## src/rtl/hbp_pkg.sv

```systemverilog
package hbp_pkg;

    typedef enum logic [1:0] {
        PH_DEAD = 2'b00,
        PH_ON   = 2'b01,
        PH_OFF  = 2'b10
    } phase_e;

    typedef enum logic [1:0] {
        DK_SLOW  = 2'b00,
        DK_FAST  = 2'b01,
        DK_MIXED = 2'b10,
        DK_FAST2 = 2'b11
    } decay_e;

    typedef struct packed {
        logic hs_a;
        logic ls_a;
        logic hs_b;
        logic ls_b;
    } gates_t;

endpackage

```

## src/rtl/hbp_sync.sv

```systemverilog
module hbp_sync #(
    parameter int STAGES = 2
) (
    input  logic clk,
    input  logic rst_n,
    input  logic d_i,
    output logic q_o
);
    logic [STAGES-1:0] sh_d, sh_q;

    generate
        if (STAGES == 1) begin : g_one
            always_comb sh_d = d_i;
        end else begin : g_chain
            always_comb sh_d = {sh_q[STAGES-2:0], d_i};
        end
    endgenerate

    always_ff @(posedge clk or negedge rst_n) begin
        if (!rst_n) sh_q <= '0;
        else        sh_q <= sh_d;
    end

    assign q_o = sh_q[STAGES-1];
endmodule

```

## src/rtl/hbp_seq.sv

```systemverilog
module hbp_seq
    import hbp_pkg::*;
#(
    parameter int DEAD_CYCLES  = 50,
    parameter int OFF_CYCLES   = 40,
    parameter int BLANK_CYCLES = 8,
    parameter int CW           = 6
) (
    input  logic          clk,
    input  logic          rst_n,
    input  logic          dir_i,
    input  logic          code_nz_i,
    input  logic          trip_i,
    input  decay_e        decay_i,
    output phase_e        phase_o,
    output logic [CW-1:0] cnt_o,
    output logic          dir_o,
    output decay_e        decay_o
);
    typedef struct packed {
        phase_e        phase;
        logic [CW-1:0] cnt;
        logic          dir;
        decay_e        dk;
    } seq_t;

    localparam logic [CW-1:0] DEAD_LAST = CW'(DEAD_CYCLES - 1);
    localparam logic [CW-1:0] OFF_LAST  = CW'(OFF_CYCLES - 1);
    localparam logic [CW-1:0] BLANK_END = CW'(BLANK_CYCLES);

    seq_t s_d, s_q;

    always_comb begin
        s_d = s_q;
        if (!code_nz_i) begin
            s_d.phase = PH_DEAD;
            s_d.cnt   = '0;
            s_d.dir   = dir_i;
        end else if (dir_i != s_q.dir) begin
            s_d.phase = PH_DEAD;
            s_d.cnt   = '0;
            s_d.dir   = dir_i;
        end else begin
            case (s_q.phase)
                PH_DEAD: begin
                    if (s_q.cnt == DEAD_LAST) begin
                        s_d.phase = PH_ON;
                        s_d.cnt   = '0;
                    end else begin
                        s_d.cnt = s_q.cnt + 1'b1;
                    end
                end
                PH_ON: begin
                    if (trip_i && (s_q.cnt >= BLANK_END)) begin
                        s_d.phase = PH_OFF;
                        s_d.cnt   = '0;
                        s_d.dk    = decay_i;
                    end else if (s_q.cnt < BLANK_END) begin
                        s_d.cnt = s_q.cnt + 1'b1;
                    end
                end
                PH_OFF: begin
                    if (s_q.cnt == OFF_LAST) begin
                        s_d.phase = PH_ON;
                        s_d.cnt   = '0;
                    end else begin
                        s_d.cnt = s_q.cnt + 1'b1;
                    end
                end
                default: begin
                    s_d.phase = PH_DEAD;
                    s_d.cnt   = '0;
                end
            endcase
        end
    end

    always_ff @(posedge clk or negedge rst_n) begin
        if (!rst_n) begin
            s_q.phase <= PH_DEAD;
            s_q.cnt   <= '0;
            s_q.dir   <= 1'b0;
            s_q.dk    <= DK_SLOW;
        end else begin
            s_q <= s_d;
        end
    end

    assign phase_o = s_q.phase;
    assign cnt_o   = s_q.cnt;
    assign dir_o   = s_q.dir;
    assign decay_o = s_q.dk;
endmodule

```

## src/rtl/hbp_gate.sv

```systemverilog
module hbp_gate
    import hbp_pkg::*;
#(
    parameter int MIX_CYCLES = 10,
    parameter int CW         = 6
) (
    input  phase_e        phase_i,
    input  logic [CW-1:0] cnt_i,
    input  logic          dir_i,
    input  decay_e        decay_i,
    input  logic          code_nz_i,
    output gates_t        gates_o
);
    localparam logic [CW-1:0] MIX_END = CW'(MIX_CYCLES);

    logic hs_on, ls_on, ls_recirc;

    always_comb begin
        case (decay_i)
            DK_SLOW:  ls_recirc = 1'b1;
            DK_MIXED: ls_recirc = (cnt_i >= MIX_END);
            default:  ls_recirc = 1'b0;
        endcase
        hs_on = code_nz_i && (phase_i == PH_ON);
        ls_on = code_nz_i && ((phase_i == PH_ON) ||
                              ((phase_i == PH_OFF) && ls_recirc));
        gates_o = '0;
        if (!dir_i) begin
            gates_o.hs_a = hs_on;
            gates_o.ls_b = ls_on;
        end else begin
            gates_o.hs_b = hs_on;
            gates_o.ls_a = ls_on;
        end
    end
endmodule

```

## src/rtl/hbridge_pwm_ctrl.sv

```systemverilog
module hbridge_pwm_ctrl
    import hbp_pkg::*;
#(
    parameter int LEVEL_W      = 3,
    parameter int DEAD_CYCLES  = 50,
    parameter int OFF_CYCLES   = 40,
    parameter int BLANK_CYCLES = 8,
    parameter int MIX_FAST_NUM = 1,
    parameter int MIX_FAST_DEN = 4,
    parameter int SYNC_STAGES  = 2
) (
    input  logic               clk,
    input  logic               rst_n,
    input  logic               dir_i,
    input  logic [LEVEL_W-1:0] level_i,
    input  logic [1:0]         decay_i,
    input  logic               trip_i,
    output logic               hs_a_o,
    output logic               ls_a_o,
    output logic               hs_b_o,
    output logic               ls_b_o,
    output logic [LEVEL_W-1:0] dac_code_o
);
    localparam int MAX_AB  = (DEAD_CYCLES > OFF_CYCLES) ? DEAD_CYCLES : OFF_CYCLES;
    localparam int CNT_MAX = (MAX_AB > BLANK_CYCLES + 1) ? MAX_AB : BLANK_CYCLES + 1;
    localparam int CW      = $clog2(CNT_MAX + 1);
    localparam int MIX_CYC = OFF_CYCLES * MIX_FAST_NUM / MIX_FAST_DEN;

    logic [LEVEL_W-1:0] code_d, code_q;
    logic               trip_s;
    phase_e             phase;
    logic [CW-1:0]      cnt;
    logic               dir_act;
    decay_e             dk_act;
    gates_t             gates;

    always_comb code_d = level_i;

    always_ff @(posedge clk or negedge rst_n) begin
        if (!rst_n) code_q <= '0;
        else        code_q <= code_d;
    end

    hbp_sync #(.STAGES(SYNC_STAGES)) u_sync (
        .clk   (clk),
        .rst_n (rst_n),
        .d_i   (trip_i),
        .q_o   (trip_s)
    );

    hbp_seq #(
        .DEAD_CYCLES  (DEAD_CYCLES),
        .OFF_CYCLES   (OFF_CYCLES),
        .BLANK_CYCLES (BLANK_CYCLES),
        .CW           (CW)
    ) u_seq (
        .clk       (clk),
        .rst_n     (rst_n),
        .dir_i     (dir_i),
        .code_nz_i (code_q != '0),
        .trip_i    (trip_s),
        .decay_i   (decay_e'(decay_i)),
        .phase_o   (phase),
        .cnt_o     (cnt),
        .dir_o     (dir_act),
        .decay_o   (dk_act)
    );

    hbp_gate #(.MIX_CYCLES(MIX_CYC), .CW(CW)) u_gate (
        .phase_i   (phase),
        .cnt_i     (cnt),
        .dir_i     (dir_act),
        .decay_i   (dk_act),
        .code_nz_i (code_q != '0),
        .gates_o   (gates)
    );

    assign hs_a_o     = gates.hs_a;
    assign ls_a_o     = gates.ls_a;
    assign hs_b_o     = gates.hs_b;
    assign ls_b_o     = gates.ls_b;
    assign dac_code_o = code_q;
endmodule

```

## config.mk

```make
export PLATFORM = sky130hd
export DESIGN_NAME = hbridge_pwm_ctrl
export DESIGN_NICKNAME = d
export VERILOG_FILES = /design/src/rtl/hbp_pkg.sv /design/src/rtl/hbp_sync.sv /design/src/rtl/hbp_seq.sv /design/src/rtl/hbp_gate.sv /design/src/rtl/hbridge_pwm_ctrl.sv
export SDC_FILE = /design/constraint.sdc
export NUM_CORES = 1
export LEC_CHECK = 0
export CAP_MARGIN = 30
export CORE_MARGIN = 5
export CORE_UTILIZATION = 64
export DETAILED_ROUTE_END_ITERATION = 12
export DONT_BUFFER_PORTS = 1
export GPL_TIMING_DRIVEN = 0
export PLACE_DENSITY = 0.85
export REMOVE_ABC_BUFFERS = 1
export SLEW_MARGIN = 15
export SYNTH_ARGS = -nofsm -noshare
export SYNTH_HDL_FRONTEND = slang
export SYNTH_SLANG_ARGS = --single-unit
```

## constraint.sdc

```tcl
create_clock -name clk -period 2.4 [get_ports clk]
set_input_delay 0.24 -clock clk [delete_from_list [all_inputs] [get_ports clk]]
set_output_delay 0.24 -clock clk [all_outputs]
set_load 0.02 [all_outputs]
```

* Word-level counts from Yosys, hierarchy flattened
Index checks and enable logic that the tools add are counted.
** Word-level totals
- Register bits :: 16
- Input bits :: 9
- Output and inout bits :: 7
- Logic and storage cells :: 47
** Cells by class
- $add $sub $neg :: 1
- Magnitude comparators :: 3
- Equality and inequality tests :: 11
- Mux-type cells :: 15
- Bitwise operators :: 1
- Reduce and logical (&&, ||, !) cells :: 10
** Operators by type and width (number)
- 6-bit 2-to-1 mux :: 4
- 8-bit one-hot mux with 3 select lines :: 1
- 6-bit equality test, second input constant :: 2
- 6-bit by 4-bit >= comparator with 1-bit output, second input constant :: 2
- 4-bit != test, second input constant :: 3
- 9-bit 2-to-1 mux :: 1
- 2-bit 2-to-1 mux :: 4
- 8-bit 2-to-1 mux :: 1
- 6-bit by 1-bit adder with 6-bit output, second input constant :: 1
- 6-bit by 4-bit < comparator with 1-bit output, second input constant :: 1
- 5-bit != test, second input constant :: 1
- 2-bit equality test, second input constant :: 2
- 1-bit logical AND :: 4
- 2-bit zero test :: 2
- 4-bit AND reduction :: 1
- 1-bit 2-to-1 mux :: 3
- 3-bit AND reduction :: 1
- 3-bit nonzero test :: 1
- 2-bit by 1-bit equality test with 1-bit output, second input constant :: 1
- 2-bit != test, second input constant :: 1
- 1-bit one-hot mux with 2 select lines :: 1
- 1-bit logical OR :: 1
- 1-bit != test :: 1
- 1-bit inverter :: 1

* Longest topological paths before layout
Gate-level depths: netlist (run 1).
- Word-level depth :: 6
- Depth in mapped cells :: 7
- Depth with buffers taken out :: 7

* Hierarchy
A second synthesis (run 1) with hierarchy kept.
** Second synthesis, totals
- Cells, all modules :: 81
- Area, all modules :: 867.1 µm²
** Modules (own cells, without submodules)
- hbp_seq :: instances 1, cells each 65, area each 670.6 µm², sequential area each 275.3 µm²
- hbridge_pwm_ctrl :: instances 1, cells each 4, area each 81.3 µm², sequential area each 75.1 µm²
- hbp_gate :: instances 1, cells each 10, area each 65.1 µm², sequential area each 0.0 µm²
- hbp_sync :: instances 1, cells each 2, area each 50.0 µm², sequential area each 50.0 µm²

* Least setup slack after synthesis (run 1)
Ideal clock, no wire load.
- Path type :: register to register
- Start :: register u_seq.phase_o[1] (netlist name)
- End :: register u_seq.cnt_o[5] (netlist name)
- Setup time :: 129 ps
- Arrival :: 1424 ps
- Data required time :: 2271 ps
- Setup slack :: 847 ps
- Stages on the path, launching flop included :: 7
- Buffers on the path :: 1
- Period minus slack after synthesis :: 1553 ps
- Path through :: dfrtp_1 -> or3b_1 -> nor4b_2 -> buf_4 -> nor3_2 -> xnor2_1 -> nor2_1
** Between the ends
- Cells in the longest elaborated chain, start to end :: 4
- Elaborated cells between the ends (all ways) :: 7
- Classes of those cells :: eq/ne: 3; mux: 3; reduce/logical: 1
** RTL lines
- 2-bit equality test, or another cell as far along :: RTL line hbp_seq.sv:44 : case (s_q.phase)
- 8-bit one-hot mux with 3 select lines :: RTL line hbp_seq.sv:44
- 8-bit 2-to-1 mux :: RTL line hbp_seq.sv:39 : end else if (dir_i != s_q.dir) begin
- 9-bit 2-to-1 mux :: RTL line hbp_seq.sv:35 : if (!code_nz_i) begin
Several ways; a longest one is shown, not always the timed one.
A chain may end at the register's enable or synchronous reset.

* Worst setup path in the final report (run 1)
- Start :: register u_seq.phase_o[1] (netlist name)
- End :: register u_seq.cnt_o[4] (netlist name)
** Between the ends
- Cells in the longest elaborated chain, start to end :: 4
- Elaborated cells between the ends (all ways) :: 7
- Classes of those cells :: eq/ne: 3; mux: 3; reduce/logical: 1
** RTL lines (RTL line)
- 2-bit equality test, or another cell as far along :: hbp_seq.sv:44
- 8-bit one-hot mux with 3 select lines :: hbp_seq.sv:44
- 8-bit 2-to-1 mux :: hbp_seq.sv:39
- 9-bit 2-to-1 mux :: hbp_seq.sv:35
Several ways; a longest one is shown, not always the timed one.

==> flow_summary.toml, run 1 <==
[clock_tree]
cts-root-buf = "clkbuf_4"
cts_buffer_depth = 2
tritoncts = "yes"
worst_skew_pair.late_latency_ns = 0.30
cts_made_buffers = 3
clk_pin_slew_ns = 0.10
cts_resized = 0
cts_htree_levels = 1
clock-sinks = 16

[route]
routed_via_density = 6.321
wl_per_cell_um = 18.20
drc = 0
drt_first_pass_iters = 4
drt_wl_total_um = 1984
via_count = 689
detail_route.iter0.violations = 18
ant_nets = 0

[setup_path]
slowest_delay_ns = 0.76
crit_family = "simple AND/OR/NAND/NOR gates"
arrival_ns = 2.35
endpoint_kind = "register"
critPathKind = "register to register"
path_max_fanout = 11
critPathBufInv = 0
start_kind = "register"
cp_data_required_time_ns = 2.60
worstPathCellList = "or3b_1, nor4b_2, or3_1, a21oi_1, a21o_1"
worst_path_max_delay_cell = "nor4b_2"
reg2reg_slack_ns = 0.25

[synthesis]
netlist_top_cells_area = "dfrtp_1, ha_1, nand2_1"
yosysMostFrequentCell = "dfrtp_1"
synth.area.mux_share_pct = 2.571
synth_cell_types = 34
synth_commonest_cells = "dfrtp_1, nand2_1, nor2_1"
yosysSeqAreaShare_pct = 45.71
yosys_warnings = 0
synth.avg_cell_area_sq_um = 9.953
synthArstFlopShare_pct = 100.0
ys_seq_elements = 16
syn_area_sq_um = 875.8
synth-compound-area-share_pct = 16.00
netlist.area_leader.share_pct = 45.71
synth_top_family_by_area = "simple AND/OR/NAND/NOR gates"
synth-adder-area-share_pct = 4.286
yosysTopAreaCell = "dfrtp_1"
synthCells = 88
synth-simple-area-share_pct = 24.14
synth_xor_area_share_pct = 2.000
synth_edf_count = 0
synth_ff_type = "dfrtp_1"

[sta]
grt_setup_unrepaired = "false"
slew_violations = 0
maxClockFrequency_ghz = 0.4645
fin_crit_ns = 2.153
slew_headroom_pct = 39.39
finClkSkew_ns = 0.004196
tightest_slew_ns = 0.9068
fin_crit_sh_pct = 89.70
finalSetupTns_ns = 0
setup_viol = 0
finalHoldViolCount = 0

[global_routing]
overflow = 0
grt_pass1_wl_um = 3305
antenna_found_initial = 0
grt_max_degree = 17
track_usage_pct = 22.27
grt_pass1_vias = 691

[placement]
port_buffers = 0
dp_hpwl_um = 1252
gp_congestion = 0.8000

[floorplanning]
die_w_um = 47.00
die_y_um = 47.00
initial_core_util_pct = 67.31
coreArea_sq_um = 1301
io_pins = 16
dieArea_sq_um = 2209
rows = 13

[cells_and_area]
fin_util_pct = 74.04
final_nets = 107
seqCellArea_sq_um = 400.4
num-fill-cells = 95
multi_input_area_sq_um = 429.2
syn_to_final_growth_pct = 10.00
drive_gt1_share_pct = 9.574
diodes = 0

[hold_path]
hold_class = "primary input to register"

[status]
status = "finished, final reports clean"

[pwr]
pwr_density_cell_nw_per_um2 = 556.9
leakagePower_nw = 0.4150
vdd_ir_drop_max_uv = 425.0
p_total_mw = 0.5366

[job]
drv_cap = 0
## flip-flops by register name, indices dropped and copies added (netlist names)
signal         flops
u_seq.dir_o        1
u_sync.sh_q        2
u_seq.phase_o      2
u_seq.cnt_o        6
dac_code_o         3
u_seq.decay_o      2
## layout by cell type (no fill, tap or decap), drive strengths merged, types with 3 or more instances in the layout
master	synthesis	final
clkbuf	1	4
nand3	3	3
dfrtp	16	16
ha	3	3
o21ai	3	3
nand2	9	9
nor3	7	7
inv	5	5
nor2	7	7
or3	3	3
a21oi	5	5
o31ai	3	3
dlygate4sd3	0	6
## cells by family (layout without fill, tap and decap cells)
logic type	count (synthesis)	after routing
simple gates	37	37
xor+xnor	2	2
flops	16	16
mux	2	2
fa+ha+maj	3	3
buf+inv	9	15
compound gates	19	19
## path summary, 6_finish.rpt
check	depth (start not counted)	start	to
max in group asynchronous	1	rst_n	u_seq.cnt_o[0]
setup reg to reg	5	u_seq.phase_o[1]	u_seq.cnt_o[4]
hold / removal	1	decay_i[1]	u_seq.decay_o[1]
min in group asynchronous	1	rst_n	u_seq.dir_o
setup / recovery	5	u_seq.phase_o[1]	u_seq.cnt_o[4]
hold reg to reg	0	u_sync.sh_q[0]	u_sync.sh_q[1]
## stage by stage
| stage | setup WS [ns] | std cells | hold WS, ns | instance area (sq um) |
|---|---|---|---|---|
| floorplan | 0.5389 | 84 | -0.05559 | 848.3 |
| global placement | 0.3471 | 99 | -0.05509 | 867.1 |
| detailed placement | 0.2831 | 99 | -0.05521 | 867.1 |
| CTS | 0.2601 | 109 | 0.07843 | 963.4 |
| global route | 0.1200 | 109 | 0.06827 | 963.4 |
| finish | 0.2473 | 109 | 0.07328 | 963.4 |
## metal layers
| layer | vias to the layer above | track usage (%) | routed length, um |
|---|---|---|---|
| met2 | 15 | 37.67 | 1067 |
| met4 | 0 | 8.840 | 40 |
| met3 | 4 | 4.981 | 69 |
| met1 | 349 | 27.49 | 807 |
| met5 | - | 0 | 0 |
| li1 | 321 | - | - |
## layout make-up
| class | count | area share (%) |
|---|---|---|
| inverter | 5 | 1.948 |
| clock buffer | 4 | 3.766 |
| multi-input combinational | 63 | 44.55 |
| timing repair buffer | 6 | 6.234 |
| tap | 15 | 1.948 |
| sequential | 16 | 41.56 |
## power by group
group	internal, mW	total (mW)	switching, mW	leakage [nW]
clock	0.0926	0.185	0.0924	0.0210
combinational	0.0229	0.0514	0.0285	0.187
sequential	0.281	0.300	0.0192	0.208
total	0.396	0.537	0.140	0.415
## timing repair
action | CTS | global route
buffers inserted | 0 | 0
hold buffers | 6 | 0
endpoints found under the hold margin | 21 | 0
Power figures use the tool's default switching activity.
==> run 2: changes to the inputs <==
--- a/config.mk
+++ b/config.mk
@@ -11,7 +11,7 @@
 export DETAILED_ROUTE_END_ITERATION = 12
 export DONT_BUFFER_PORTS = 1
 export GPL_TIMING_DRIVEN = 0
-export PLACE_DENSITY = 0.85
+export PLACE_DENSITY_LB_ADDON = 0.15
 export REMOVE_ABC_BUFFERS = 1
 export SLEW_MARGIN = 15
 export SYNTH_ARGS = -nofsm -noshare
==> flow_summary.toml, run 2 (synthesis results as in run 1) <==
[placement]
gp_congestion = 0.8044
dp_hpwl_um = 1202
port_buffers = 0
dpl.cell_count = 99

[route]
routed_via_density = 5.935
detail_route.iter0.violations = 7
met1Wirelength_um = 760
drc = 0
wl_met3_um = 71
wl_met2_um = 874
top_layer_used = "met4"
wl_per_cell_um = 15.90
drt_wl_total_um = 1717
via_count = 641
ant_nets = 0
drt_first_pass_iters = 4

[sta]
maxClockFrequency_ghz = 0.4650
grt_setup_unrepaired = "false"
finalHoldViolCount = 0
setup_viol = 0
slew_violations = 0
tightest_slew_ns = 0.9117
finClkSkew_ns = 0.007080
slew_headroom_pct = 39.06
finalSetupTns_ns = 0
fin_crit_ns = 2.151
fin_crit_sh_pct = 89.61

[floorplanning]
io_pins = 16
dieArea_sq_um = 2209
initial_core_util_pct = 67.31
die_y_um = 47.00
coreArea_sq_um = 1301
rows = 13
die_w_um = 47.00

[clock_tree]
cts_buffer_depth = 2
cts_made_buffers = 3
cts_resized = 0
cts_htree_levels = 1
cts-root-buf = "clkbuf_4"
post_cts_buffers = 0
clock-sinks = 16
tritoncts = "yes"
clk_pin_slew_ns = 0.09
worst_skew_pair.late_latency_ns = 0.28

[cells_and_area]
finalNonFillerCells = 108
largest_reg_flops = 6
diodes = 0
layout_common_cells = "dfrtp_1, nand2_1, nor2_1"
syn_to_final_growth_pct = 8.429
seqCellArea_sq_um = 400.4
multi_input_area_sq_um = 429.2
num-fill-cells = 91
final_nets = 107
final_common_cell = "dfrtp_1"
drive_gt1_share_pct = 8.602

[job]
drv_cap = 0

[setup_path]
arrival_ns = 2.33
r2r-end = "u_seq.cnt_o[4]"
endpoint_kind = "register"
start_kind = "register"
path_max_fanout = 11
critPathKind = "register to register"
startpoint = "u_seq.phase_o[1]"
reg2reg_slack_ns = 0.25
reg2reg_from = "u_seq.phase_o[1]"
r2r_cells = 5
cp_data_required_time_ns = 2.58
crit_end = "u_seq.cnt_o[4]"

[global_routing]
grt_pass1_vias = 667
overflow = 0
track_usage_pct = 19.02
grt_max_degree = 17
grt_pass1_wl_um = 2891
antenna_found_initial = 0

[pwr]
vdd_ir_drop_max_uv = 429.1
pwr_density_cell_nw_per_um2 = 509.9
leakagePower_nw = 0.4078

[status]
status = "finished, final reports clean"

[hold_path]
hold_class = "primary input to register"
## run 2: changes by cell type in the layout (fill, tap and decap cells not counted)
| cell | change |
|---|---|
| clkbuf_8 | -1 |
## run 2: how the worst min path moves through the flow
stage,startpoint,endpoint,depth (start not counted)
2_1_floorplan,rst_n,dac_code_o[0],0
3_3_place_gp,rst_n,u_seq.cnt_o[4],0
3_5_place_dp,rst_n,u_seq.dir_o,0
4_1_cts,decay_i[1],u_seq.decay_o[1],1
6_report,decay_i[1],u_seq.decay_o[1],1
5_1_grt,decay_i[1],u_seq.decay_o[1],1
## run 2: per-stage QoR
step	hold WS, ns	setup slack, ns	total power, mW	cell area [sq um]	util [%]
after floorplan	-0.05559	0.5389	0.3301	848.3	-
after global placement	-0.05517	0.3429	0.3370	867.1	66.63
after detailed placement	-0.05518	0.2861	0.3398	867.1	66.63
after CTS	0.08431	0.2711	0.4879	949.7	72.98
after global routing	0.07939	0.1461	0.5146	949.7	72.98
final	0.09265	0.2494	0.4842	949.7	72.98
## run 2: worst max-delay path, cell delays in order, from the launching register on
cell	delay, ns
dfrtp_1	0.45
or3b_1	0.41
nor4b_2	0.76
or3_1	0.21
a21oi_1	0.06
a21o_1	0.16
## run 2: final cells by class
type                       count  area share (%)
inverter                       5           1.976
clock buffer                   3           2.372
tap                           15           1.976
multi-input combinational     63           45.19
sequential                    16           42.16
timing repair buffer           6           6.324
## run 2: what timing repair did
item,4_1_cts,5_1_grt
hold buffers,6,0
hold endpoints to repair,21,0
endpoints found under the setup margin,0,0
## run 2: layer usage
metal,vias up,global-route usage (%)
met1,302,23.08
met3,2,6.897
met4,0,6.630
li1,320,-
met5,-,0
met2,17,31.17
## run 2: report_power, final
group | leakage [nW] | internal [mW] | switching, mW
combinational | 0.187 | 0.0223 | 0.0254
sequential | 0.208 | 0.281 | 0.0187
clock | 0.0138 | 0.0582 | 0.0788
